<file path="src/rtl/qla_pkg.sv">
// Package: shared symbol type, special character codes and helpers
// for the four-lane deskew aligner. Assumes octets arrive already decoded.
package qla_pkg;

    localparam logic [7:0] SYM_ALIGN = 8'h7C;
    localparam logic [7:0] SYM_SYNC  = 8'hBC;
    localparam logic [7:0] SYM_SKIP  = 8'h1C;
    localparam logic [7:0] SYM_IDLE  = 8'h07;

    typedef struct packed {
        logic       ctrl;
        logic [7:0] data;
    } lane_sym_t;

    localparam lane_sym_t IDLE_SYM = '{ctrl: 1'b1, data: SYM_IDLE};

    // True when the symbol is the align character.
    function automatic logic is_align(lane_sym_t s);
        return s.ctrl && (s.data == SYM_ALIGN);
    endfunction

    // Replace align, sync and skip characters with idle.
    function automatic lane_sym_t to_output(lane_sym_t s);
        if (s.ctrl && (s.data == SYM_ALIGN || s.data == SYM_SYNC || s.data == SYM_SKIP))
            return IDLE_SYM;
        return s;
    endfunction

endpackage

</file>
<file path="src/rtl/qla_lane_fifo.sv">
// Per-lane delay buffer: writes one symbol each cycle into a circular
// store and reads the symbol written rd_delay+1 cycles earlier.
// Assumes DEPTH is a power of two and rd_delay < DEPTH.
module qla_lane_fifo #(
    parameter int DEPTH = 8,
    localparam int AW = $clog2(DEPTH)
) (
    input  logic                clk,
    input  logic                rst_n,
    input  qla_pkg::lane_sym_t  in_sym,
    input  logic [AW-1:0]       rd_delay,
    output qla_pkg::lane_sym_t  tap_sym
);
    qla_pkg::lane_sym_t mem [DEPTH];
    logic [AW-1:0]      wr_ptr;
    logic [AW-1:0]      rd_ptr;

    // Read address trails the write pointer by one plus the lane delay.
    always_comb rd_ptr = wr_ptr - AW'(1) - rd_delay;

    assign tap_sym = mem[rd_ptr];

    // Store the incoming symbol and advance the write pointer.
    always_ff @(posedge clk) begin
        if (!rst_n) begin
            wr_ptr <= '0;
            for (int k = 0; k < DEPTH; k++) mem[k] <= '0;
        end else begin
            mem[wr_ptr] <= in_sym;
            wr_ptr      <= wr_ptr + AW'(1);
        end
    end
endmodule

</file>
<file path="src/rtl/qla_align_ctrl.sv">
// Alignment controller: watches the incoming align characters, times the
// spread across lanes, sets per-lane read delays, holds the aligned flag
// and detects window expiry and post-alignment column mismatches.
// Assumes MAX_SKEW <= 2**AW so every delay fits the buffer.
module qla_align_ctrl #(
    parameter int LANES    = 4,
    parameter int MAX_SKEW = 5,
    parameter int AW       = 3,
    localparam int WIN_W   = $clog2(MAX_SKEW + 1)
) (
    input  logic                      clk,
    input  logic                      rst_n,
    input  logic [LANES-1:0]          lane_sync,
    input  logic [LANES-1:0]          in_align,
    input  logic [LANES-1:0]          tap_align,
    output logic [LANES-1:0][AW-1:0]  rd_delay,
    output logic                      deskew_ok,
    output logic                      mismatch,
    output logic                      err_event,
    output logic                      align_err
);
    logic [LANES-1:0]          seen_q;
    logic [LANES-1:0][AW-1:0]  age_q;
    logic [WIN_W-1:0]          win_q;
    logic                      all_sync;
    logic                      searching;
    logic                      complete;

    // Decode the search conditions for this cycle.
    always_comb begin
        all_sync  = &lane_sync;
        searching = all_sync && !deskew_ok;
        mismatch  = deskew_ok && (|tap_align) && !(&tap_align);
        err_event = searching && (seen_q != '0) && (win_q >= WIN_W'(MAX_SKEW));
        complete  = searching && !err_event && (&(seen_q | in_align))
                    && ((seen_q != '0) || (&in_align));
    end

    // Advance the search: record arrivals, age them and count the window.
    always_ff @(posedge clk) begin
        if (!rst_n) begin
            seen_q <= '0;
            win_q  <= '0;
            age_q  <= '0;
        end else if (!searching || err_event || complete) begin
            seen_q <= '0;
            win_q  <= '0;
        end else if ((seen_q != '0) || (|in_align)) begin
            seen_q <= seen_q | in_align;
            win_q  <= win_q + WIN_W'(1);
            for (int l = 0; l < LANES; l++)
                age_q[l] <= seen_q[l] ? age_q[l] + AW'(1) : '0;
        end
    end

    // Hold the aligned flag, latch delays on completion, register the error pulse.
    always_ff @(posedge clk) begin
        if (!rst_n) begin
            deskew_ok <= 1'b0;
            align_err <= 1'b0;
            rd_delay  <= '0;
        end else begin
            align_err <= err_event;
            if (!all_sync || mismatch)
                deskew_ok <= 1'b0;
            else if (complete)
                deskew_ok <= 1'b1;
            if (complete)
                for (int l = 0; l < LANES; l++)
                    rd_delay[l] <= seen_q[l] ? age_q[l] + AW'(1) : '0;
        end
    end
endmodule

</file>
<file path="src/rtl/qla_err_count.sv">
// Saturating event counter with a synchronous clear that takes priority.
module qla_err_count #(
    parameter int W = 16
) (
    input  logic         clk,
    input  logic         rst_n,
    input  logic         clr,
    input  logic         inc,
    output logic [W-1:0] count
);
    // Clear, or count up until all ones.
    always_ff @(posedge clk) begin
        if (!rst_n || clr)
            count <= '0;
        else if (inc && (count != '1))
            count <= count + W'(1);
    end
endmodule

</file>
<file path="src/rtl/quad_lane_aligner.sv">
// Top of the lane deskew aligner: one delay buffer per lane, a shared
// alignment controller, an error counter and a registered output stage
// that forces idle columns until alignment holds. Lanes share one clock.
module quad_lane_aligner #(
    parameter int LANES      = 4,
    parameter int FIFO_DEPTH = 8,
    parameter int MAX_SKEW   = 5,
    parameter int CNT_W      = 16,
    localparam int AW        = $clog2(FIFO_DEPTH)
) (
    input  logic                 clk,
    input  logic                 rst_n,
    input  logic [LANES*8-1:0]   lane_data_i,
    input  logic [LANES-1:0]     lane_ctrl_i,
    input  logic [LANES-1:0]     lane_sync_i,
    input  logic                 err_clr_i,
    output logic [LANES*8-1:0]   out_data_o,
    output logic [LANES-1:0]     out_ctrl_o,
    output logic                 deskew_ok_o,
    output logic                 align_err_o,
    output logic [CNT_W-1:0]     err_count_o
);
    import qla_pkg::*;

    lane_sym_t                in_sym  [LANES];
    lane_sym_t                tap_sym [LANES];
    lane_sym_t                out_q   [LANES];
    logic [LANES-1:0]         in_align;
    logic [LANES-1:0]         tap_align;
    logic [LANES-1:0][AW-1:0] rd_delay;
    logic                     mismatch;
    logic                     err_event;
    logic                     force_idle;

    assign force_idle = !deskew_ok_o || !(&lane_sync_i) || mismatch;

    for (genvar g = 0; g < LANES; g++) begin : g_lane
        assign in_sym[g]    = '{ctrl: lane_ctrl_i[g], data: lane_data_i[g*8 +: 8]};
        assign in_align[g]  = is_align(in_sym[g]);
        assign tap_align[g] = is_align(tap_sym[g]);

        qla_lane_fifo #(.DEPTH(FIFO_DEPTH)) fifo_i (
            .clk      (clk),
            .rst_n    (rst_n),
            .in_sym   (in_sym[g]),
            .rd_delay (rd_delay[g]),
            .tap_sym  (tap_sym[g])
        );

        // Register this lane's output octet, idle unless aligned.
        always_ff @(posedge clk) begin
            if (!rst_n || force_idle)
                out_q[g] <= IDLE_SYM;
            else
                out_q[g] <= to_output(tap_sym[g]);
        end

        assign out_data_o[g*8 +: 8] = out_q[g].data;
        assign out_ctrl_o[g]        = out_q[g].ctrl;
    end

    qla_align_ctrl #(
        .LANES    (LANES),
        .MAX_SKEW (MAX_SKEW),
        .AW       (AW)
    ) ctrl_i (
        .clk       (clk),
        .rst_n     (rst_n),
        .lane_sync (lane_sync_i),
        .in_align  (in_align),
        .tap_align (tap_align),
        .rd_delay  (rd_delay),
        .deskew_ok (deskew_ok_o),
        .mismatch  (mismatch),
        .err_event (err_event),
        .align_err (align_err_o)
    );

    qla_err_count #(.W(CNT_W)) cnt_i (
        .clk   (clk),
        .rst_n (rst_n),
        .clr   (err_clr_i),
        .inc   (err_event),
        .count (err_count_o)
    );
endmodule

</file>
<file path="config.mk">
export PLATFORM = sky130hd
export DESIGN_NAME = quad_lane_aligner
export DESIGN_NICKNAME = d
export VERILOG_FILES = /design/src/rtl/qla_pkg.sv /design/src/rtl/qla_lane_fifo.sv /design/src/rtl/qla_align_ctrl.sv /design/src/rtl/qla_err_count.sv /design/src/rtl/quad_lane_aligner.sv
export SDC_FILE = /design/constraint.sdc
export NUM_CORES = 1
export LEC_CHECK = 0
export BUFFER_PORTS_ARGS = -buffer_cell sky130_fd_sc_hd__buf_4
export CAP_MARGIN = 20
export CORE_ASPECT_RATIO = 0.5
export CORE_MARGIN = 4
export CORE_UTILIZATION = 57
export CTS_BUF_LIST = sky130_fd_sc_hd__clkbuf_4
export DETAILED_ROUTE_END_ITERATION = 10
export HOLD_SLACK_MARGIN = 0.05
export PLACE_DENSITY = 0.77
export SLEW_MARGIN = 10
export SYNTH_ARGS = -nofsm -noshare
export SYNTH_HDL_FRONTEND = slang
export SYNTH_SLANG_ARGS = --single-unit
</file>
<file path="constraint.sdc">
create_clock -name clk -period 3.9 [get_ports clk]
set_clock_uncertainty 0.05 [all_clocks]
set_input_delay 0.585 -clock clk [delete_from_list [all_inputs] [get_ports clk]]
set_output_delay 0.585 -clock clk [all_outputs]
set_load 0.01 [all_outputs]
</file>
# Word level (Yosys, flattened, before mapping)
# Memory sizes are Yosys's and may differ from the RTL's.
# Cells that the tools add are included.
# op_classes
magnitude_cmp,1
n_addsub,18
eq_ne,17
reduce_logical,58
n_mux,45
bitwise_logic,7
# ops
operator,count
9-bit 2-to-1 mux,20
"8-bit by 7-bit == test with 1-bit output, second input constant",8
9-bit OR reduction,4
"8-bit by 5-bit == test with 1-bit output, second input constant",4
"8-bit == test, second input constant",4
"3-bit by 1-bit adder with 3-bit output, second input constant",9
3-bit 2-to-1 mux,8
1-bit logical AND,21
1-bit logical OR,17
1-bit 2-to-1 mux,17
"16-bit by 1-bit adder with 16-bit output, second input constant",1
"16-bit != test, second input constant",1
4-bit AND reduction,4
"3-bit by 1-bit subtractor with 3-bit output, second input constant",4
3-bit subtractor,4
4-bit OR reduction,2
1-bit logical NOT,6
1-bit bitwise OR,4
4-bit bitwise OR,1
4-bit nonzero test,1
2-bit OR reduction,2
"3-bit >= comparator, second input constant",1
1-bit inverter,2
2-bit AND reduction,1
# totals
wordCells,168
in_bits,43
ff_bits,61
output_inout_bits,54
mem_bits_rw,324
mem_count,5
# memory_table
memory,depth,width,read_ports,rd_ports_with_merged_regs,wr,line_no,text
g_lane[0].fifo_i.mem,8,9,1,0,8,qla_lane_fifo.sv:14,qla_pkg::lane_sym_t mem [DEPTH];
g_lane[1].fifo_i.mem,8,9,1,0,8,qla_lane_fifo.sv:14,
g_lane[2].fifo_i.mem,8,9,1,0,8,qla_lane_fifo.sv:14,
g_lane[3].fifo_i.mem,8,9,1,0,8,qla_lane_fifo.sv:14,
out_q,4,9,4,0,4,quad_lane_aligner.sv:27,lane_sym_t out_q [LANES];

# Depth between registers and ports, before layout
# Gate-level depths: netlist of the first run.
# An unclocked memory read counts as a cell.
# logic_depth
ltp_word,14
ltp_mapped,14
depth_no_buf,10

# Modules after synthesis
# From an unflattened synthesis of the first run, not the netlist that was laid out.
# hier_totals
cells_unflattened,1277
area_unflattened_um2,18118.6
# modules_own_cells
mod,n_inst,cells_each,seq_area_each_um2,area_each_um2
qla_lane_fifo,4,216,2222.1,3575.9
qla_align_ctrl,1,180,660.6,1540.2
quad_lane_aligner,1,139,720.7,1412.6
qla_err_count,1,94,320.3,862.1

# Worst setup path before layout of the first run
# Ideal clock, no wire load.
# synth_timing
path_type,reg2reg
startpoint,register g_lane[2].fifo_i.wr_ptr[0]
endpoint,memory out_q[2][1] (netlist name)
path_slack_ns,0.087
setup_ns,0.127
t_arrival_ns,3.636
required_ns,3.723
period_less_slack_ns,3.813
path_stages_with_launch,12
cell_sequence,dfxtp_1 -> ha_1 -> fa_1 -> clkbuf_1 -> clkbuf_1 -> mux4_2 -> o32ai_1 -> nand3_1 -> or4_4 -> a21o_1 -> buf_6 -> or3_1
# synth_lines
element,line_no,text
"start, declared",qla_lane_fifo.sv:15,logic [AW-1:0] wr_ptr;
"start signal, assigned",qla_lane_fifo.sv:30,wr_ptr <= wr_ptr + AW'(1);
"end, declared",quad_lane_aligner.sv:27,

==> summary.md, run 1 <==
| Metric | Value |
|---|---|
| Status | finished, final reports clean |
| Clock Power Share | a little over a third |
| Final Hold Viols | 0 |
| Clock Sink Count | approximately 390 |
| Sequential cell area fraction in the yosys report | about three fifths |
| Routed vias/inst | 5.729 |
| Root buf cell | clkbuf_4 |
| Period utilisation layout | around 97% |
| Antenna viol nets, final | 0 |
| Required time of the critical path | between 4 and 5 ns |
| Number of global-route vias before repair | 11350 |
| Hold Path Depth | 2 |
| Cts bufs inserted | slightly below 90 |
| Seq pwr share | roughly half |
| Cell area power density | around 450 nW/µm² |
| Post-synthesis xor/xnor area fraction | 1.875% |
| Mux share of post-synthesis cell area | between 10% and 20% |
| Routed WL | approximately 40000 µm |
| Placed Cells incl. Taps | roughly 1800 |
| Maximum VDD drop | roughly 0.00027 V |
| CP peak stage delay | between 0.6 and 0.7 ns |
| Final GP Congestion | 0.8669 |
| Worst min path class | in -> reg |
| Mapped Cells | about 1300 |
| GRT Overall Usage | about 24% |
| Final Critical Period | between 3 and 4 ns |
| Post-synthesis adder-cell area fraction | under 10% |
| Nets@finish | ~1500 |
| Cell Count, Final, Fillers Out | slightly below 2000 |
| Worst slew margin | roughly 22% |
| Final core utilization | slightly below 70% |
| PnR worst setup slack | ~0.12 ns |
| Detailed Routing Iterations Pass 1 | 6 |
| Post-synth EDFFs | 288 |
| WP buf/inv | 2 |
| Ys async rst share | 0% |
| Number of max-cap violations | 0 |
| Comb power frac | between 10% and 20% |
| Synth cell types | 54 |
| GRT overflow | 0 |
| Die footprint | ~34000 µm² |
| First-pass GRT wire length | between 60000 and 70000 µm |
| Internal power | 6901 µW |
| Clk_lat worst skew | around 0.78 ns |
| Register bit total from synthesis | between 300 and 400 |
| Share of post-route cells with drive strength above 1 | 26.24% |
| Main combinational cell family by area after synthesis | simple AND/OR/NAND/NOR gates |
| Boundary Pins | 97 |
| Area Overhead vs Synth | 16.80% |
| CP max FO | 18 |
| # DRC | 0 |
| Initial core utilization | ~60% |
| Leak pwr | roughly 0.0079 µW |
| Warning count from the yosys run | 0 |
| First DRT Iteration DRCs | 1137 |
| Synth Cell Area | 17420 µm² |
| Final setup viols | 0 |
| CP Depth | 10 |
| Setup crit start kind | register |
| Width of the die | ~260 µm |
| Net Sw Frac | 24.72% |
| Max Clock Freq | ~260 MHz |
| Vias | 11160 |
| Slowest-stage cell, CP | or4_4 |
| CTS max path bufs | 3 |
| Row count | 44 |
| Htree depth | 3 |
| Worst-Margin Slew | around 1.2 ns |
| CP Class | reg -> reg |
| Reg2Reg Depth | 10 |
| CTS tree | built |
| WL/cell | 20.51 µm |
| Initial antenna violation count | 2 |
| Family with the most delay on the worst path | simple AND/OR/NAND/NOR gates |
| Post-synth top cells | and2_1 (307), edfxtp_1 (288), dfxtp_1 (97) |
| Largest net degree at the start of global routing | 45 |
| Critical path endpoint category | register |
| Detailed placement HPWL | ~27000 µm |
| Pre-CTS WS | -0.1139 ns |
| Compound-Gate Fraction of Synth Area | slightly below 3% |
| Synthesized net count | approximately 1300 |
| CP Cell Sequence | inv_1 -> ha_1 -> fa_1 -> buf_12 -> mux4_2 -> o32ai_2 -> nand3_4 -> or4_4 -> a21o_4 -> or3_1 |
| Final Max Slew Viols | 0 |
| Top-count cell post-synth | and2_1 |
| Worst hold slack | roughly 0.11 ns |
| Top cell type's share of synthesized area | 49.66% |
| Primary FF master, synth | edfxtp_1 |
| Largest area contributor in the netlist | edfxtp_1 |
| Post-Synth Simple-Gate Area | 19.02% |
| Psw | ~2300 µW |
| Crit path DAT | between 4 and 5 ns |
| Clk pin slew, worst setup/hold paths | approximately 0.08 ns |
| Chip Height | between 100 and 150 µm |
| Syn_area_per_cell | ~14 µm² |
| Area contributors post-synth | edfxtp_1 (50%), dfxtp_1 (11%), and2_1 (11%) |
| PortBufs | 96 |
| Core ar. | ~30000 µm² |
==> state kept, by name, summed over array words and instances (netlist names) <==
| signal | cells |
|---|---|
| cnt_i.count | 16 |
| ctrl_i.age_q | 12 |
| ctrl_i.align_err | 1 |
| ctrl_i.deskew_ok | 1 |
| ctrl_i.rd_delay | 12 |
| ctrl_i.seen_q | 4 |
| ctrl_i.win_q | 3 |
| g_lane.fifo_i.mem | 288 |
| g_lane.fifo_i.wr_ptr | 12 |
| out_q | 36 |
==> what timing repair did <==
action	CTS	global route
pin swaps	0	7
hold buffers	9	0
hold endpoints to repair	22	0
endpoints found under the setup margin	26	30
gates resized for setup	3	16
gates cloned	0	1
setup buffers	0	3
==> logic make-up after synthesis <==
family          Yosys count
buf+inv                  73
simple gates            564
compound gates           82
mux                     117
xor+xnor                 31
fa+ha+maj                19
flops                   385
==> per-layer routing <==
| layer | share of wire (%) | vias up | track usage, % |
|---|---|---|---|
| met5 | 0 | - | 0 |
| met4 | 1.7 | 0 | 6.477 |
| met3 | 8.7 | 63 | 6.576 |
| met2 | 47 | 480 | 37.09 |
| met1 | 43 | 5495 | 34.12 |
| li1 | - | 5123 | - |
==> metrics by stage <==
| step | cell area (µm²) | setup TNS (ns) | power, µW |
|---|---|---|---|
| after floorplan | 17420 | 0 | 5449 |
| after global placement | 18920 | -0.05042 | 5831 |
| after detailed placement | 18920 | -1.601 | 5867 |
| after CTS | 20220 | 0 | 9212 |
| after global routing | 20340 | -0.07891 | 9559 |
| final | 20340 | 0 | 9168 |
==> final timing paths <==
kind,startpoint,to,slack [ns]
max reg2reg,ctrl_i.rd_delay[6],out_q[2][1],0.12
min reg2reg,ctrl_i.age_q[11],ctrl_i.age_q[11],0.43
max,ctrl_i.rd_delay[6],out_q[2][1],0.12
min,lane_data_i[5],g_lane[0].fifo_i.mem[6][5],0.11
==> area by class of cell <==
cell class / instances / area [µm²]
multi-input combinational: 814 / 6614
sequential: 385 / 10590
clock inverter: 22 / 136.4
timing repair buffer: 169 / 1359
tap: 391 / 489.2
inverter: 24 / 90.09
antenna: 2 / 5.005
fill: 2012 / 9221
clock buffer: 141 / 1059
==> layout by cell type, fill, tap and decap left out, types with 5 or more instances in the layout <==
cell type	count
a21oi_1	9
and2_1	307
and3_1	7
and4b_1	7
buf_12	5
buf_4	152
clkbuf_4	141
clkinv_1	18
dfxtp_1	97
dlygate4sd3_1	9
edfxtp_1	288
ha_1	14
inv_1	24
mux2_2	8
mux2i_1	37
mux4_2	70
nand2_1	51
nand2b_1	21
nand3_1	14
nand3b_1	5
nand4_1	8
nor2_1	53
nor2b_1	23
nor3_1	21
nor3_2	8
nor3b_1	8
o21ai_0	32
o21ai_1	8
o31ai_2	5
or3_1	12
xnor2_1	12
xor2_1	15
==> worst reg2reg max path: cells and delay by family, from the launching register on <==
family	cells	cell delay [ns]
AOI/OAI and AO/OA	2	0.74
buffers and inverters	2	0.23
and+or+nand+nor	3	1.17
muxes	1	0.35
DFF	1	0.34
adders and majority gates	2	0.79
==> power by group through the flow <==
stage                     clock network (µW)  registers [µW]  logic (µW)
after global placement                     0            4780        1050
after floorplan                            0            4750         694
final                                   3350            4700        1120
after CTS                               3420            4700        1090
after global routing                    3650            4720        1200
after detailed placement                   0            4790        1080
Note: power is estimated with default switching activity, not from simulation.
==> run 2, diff against run 1 <==
--- a/config.mk
+++ b/config.mk
@@ -10,10 +10,10 @@
 export CORE_ASPECT_RATIO = 0.5
 export CORE_MARGIN = 4
 export CORE_UTILIZATION = 57
-export CTS_BUF_LIST = sky130_fd_sc_hd__clkbuf_4
+export CTS_BUF_LIST = sky130_fd_sc_hd__clkbuf_8
 export DETAILED_ROUTE_END_ITERATION = 10
 export HOLD_SLACK_MARGIN = 0.05
-export PLACE_DENSITY = 0.77
+export PLACE_DENSITY = 0.76
 export SLEW_MARGIN = 10
 export SYNTH_ARGS = -nofsm -noshare
 export SYNTH_HDL_FRONTEND = slang
==> summary.md, run 2 (synthesis gave the netlist of run 1 again) <==
| Metric | Value |
|---|---|
| Htree depth | 2 (-1) |
| Boundary Pins | 97 (unchanged) |
| Setup Fix Bufs, Post-CTS | 0 (unchanged) |
| Area post-placement | 18940 µm² (about the same) |
| Vias | 10750 (-3.7%) |
| Met2 routed WL | 18210 µm (-2.0%) |
| # DRC | 0 (unchanged) |
| CP Cell Sequence | inv_1 -> ha_1 -> fa_1 -> buf_12 -> mux4_2 -> nor4bb_1 -> nand3_1 -> a211o_1 -> or4_4 -> a21o_4 -> or3_1 |
| Detailed placement HPWL | 26640 µm (-2.9%) |
| Routed vias/inst | 5.757 (+0.49%) |
| Chip Height | 131.6 µm (unchanged) |
| Total Negative Setup Slacks | 0 ns (unchanged) |
| Number of global-route vias before repair | 11020 (-2.9%) |
| Number of max-cap violations | 0 (unchanged) |
| Setup crit start kind | register |
| Largest register FFs | 288 (unchanged) |
| Top sig layer | met4 |
| Antenna viol nets, final | 0 (unchanged) |
| Met3 routed WL | 3178 µm (-8.3%) |
| Final GP Congestion | 0.8667 (about the same) |
| WP buf/inv | 2 (unchanged) |
| WL met1 | 16800 µm (-2.5%) |
| Overall Power | 8847 µW (-3.5%) |
| Final Cell Area | 20030 µm² (-1.5%) |
| Seq pwr share | 53.1% (+1.8 points) |
| Cell area power density | 441.7 nW/µm² (-2.0%) |
| CP Class | reg -> reg |
| CP max FO | 17 (-1) |
| Commonest non-fill, non-tap cells in the layout | and2_1 (307), edfxtp_1 (288), buf_4 (148) |
| Initial core utilization | 58.91% (unchanged) |
| Critical path endpoint category | register |
| Core ar. | 29560 µm² (unchanged) |
| First-pass GRT wire length | 61680 µm (-1.6%) |
| Routed WL | 38850 µm (-2.8%) |
| Most flop-heavy register | g_lane.fifo_i.mem |
| CTS tree | built |
| Clock Power Share | 34.5% (-2.1 points) |
| Final Max Slew Viols | 0 (unchanged) |
| Required time of the critical path | 4.33 ns (-0.17 ns) |
| Area Overhead vs Synth | 15.00% |
| Largest net degree at the start of global routing | 63 (+40%) |
| Family with the most delay on the worst path | simple AND/OR/NAND/NOR gates |
| Initial antenna violation count | 0 (-2) |
| Cts-stage hold buffer count | 0 (-9) |
| Largest regs | g_lane.fifo_i.mem (288), out_q (36), cnt_i.count (16) |
| Psw | 2198 µW (-3.0%) |
| Clk_lat worst skew | 0.61 ns (-0.17 ns) |
| Clk pin slew, worst setup/hold paths | 0.07 ns (about the same) |
| CTS max path bufs | 3 (unchanged) |
| Multi-input gate area | 6561 µm² (-0.79%) |
| Width of the die | 255.2 µm (unchanged) |
| Cts bufs inserted | 53 (-40%) |
| Row count | 44 (unchanged) |
| Nets@finish | 1494 (-3.2%) |
| Period utilisation layout | 97.72% (+0.72 points) |
| Final core utilization | 67.75% (-1.1 points) |
| Die footprint | 33590 µm² (unchanged) |
| FILL cells | 2086 (+3.7%) |
| WL/cell | 20.81 µm (+1.5%) |
| Worst-Margin Slew | 1.071 ns (-0.08862 ns) |
| Comb power frac | 12.5% (+0.3 points) |
| Final Hold Viols | 0 (unchanged) |
| Status | finished, final reports clean |
| Detailed Routing Iterations Pass 1 | 5 (-1) |
| Crit path DAT | 4.24 ns (-0.14 ns) |
| Slowest-stage cell, CP | fa_1 |
| Final setup viols | 0 (unchanged) |
| Worst min path class | in -> reg |
| Commonest non-fill, non-tap cell in the layout | and2_1 |
| Worst hold slack | 0.2803 ns (+0.1661 ns) |
| Root buf cell | clkbuf_8 |
| Final Critical Period | 3.811 ns (+0.02823 ns) |
| GRT Overall Usage | 23.52% (-0.50 points) |
| Diode count | 0 (-2) |
| Net Sw Frac | 24.85% (+0.13 points) |
| Share of post-route cells with drive strength above 1 | 21.95% (-4.3 points) |
| GRT overflow | 0 (unchanged) |
| Register area | 10590 µm² (unchanged) |
| Max Clock Freq | 262.4 MHz (-0.74%) |
| Internal power | 6648 µW (-3.7%) |
| CP peak stage delay | 0.55 ns (-0.06 ns) |
| Maximum VDD drop | 0.0002287 V (-16%) |
| First DRT Iteration DRCs | 991 (-13%) |
| Worst slew margin | 28.03% (+6.0 points) |
| Unrepaired setup endpoints after global routing | false |
| Leak pwr | 0.007748 µW (-1.9%) |
| Clock Sink Count | 385 (unchanged) |
| PortBufs | 96 (unchanged) |
[run 2: repair_timing]
action                                  in CTS  in global routing
endpoints found under the setup margin      13                 25
resized for setup                            2                  7
pin swaps                                    0                  2
[run 2: area by class of cell]
type                       instances  share of cell area, %
sequential                       385                  52.87
clock buffer                      66                  4.535
timing repair buffer             155                  6.247
inverter                          24                 0.4498
clock inverter                    33                 0.6934
tap                              391                  2.443
multi-input combinational        813                  32.76
[run 2: path summary, 6_finish.rpt]
check	from	to	slack, ns	cells past startpoint
max reg2reg	ctrl_i.rd_delay[3]	out_q[1][0]	0.09	11
max	ctrl_i.rd_delay[3]	out_q[1][0]	0.09	11
min reg2reg	ctrl_i.age_q[11]	ctrl_i.age_q[11]	0.46	2
min	lane_data_i[23]	g_lane[2].fifo_i.mem[7][7]	0.28	2
[run 2: power groups by stage]
stage / clock, µW / sequential, µW / combinational, µW
after global placement: 0 / 4770 / 1060
after floorplan: 0 / 4750 / 694
final: 3050 / 4690 / 1100
after global routing: 3280 / 4710 / 1190
after CTS: 3080 / 4700 / 1100
after detailed placement: 0 / 4790 / 1090
[run 2: per-layer routing]
layer,vias up,track usage (%)
li1,4952,-
met1,5320,34.31
met2,419,36.79
met4,0,5.872
met5,-,0
met3,58,4.838
[run 2: through the flow]
| step | instances | worst slack [ns] |
|---|---|---|
| finish | 1867 | 0.08886 |
| detailed placement | 1767 | -0.07545 |
| floorplan | 1271 | 0.08723 |
| CTS | 1866 | 0.02086 |
| global placement | 1767 | -0.004681 |
| global route | 1867 | 0.02211 |
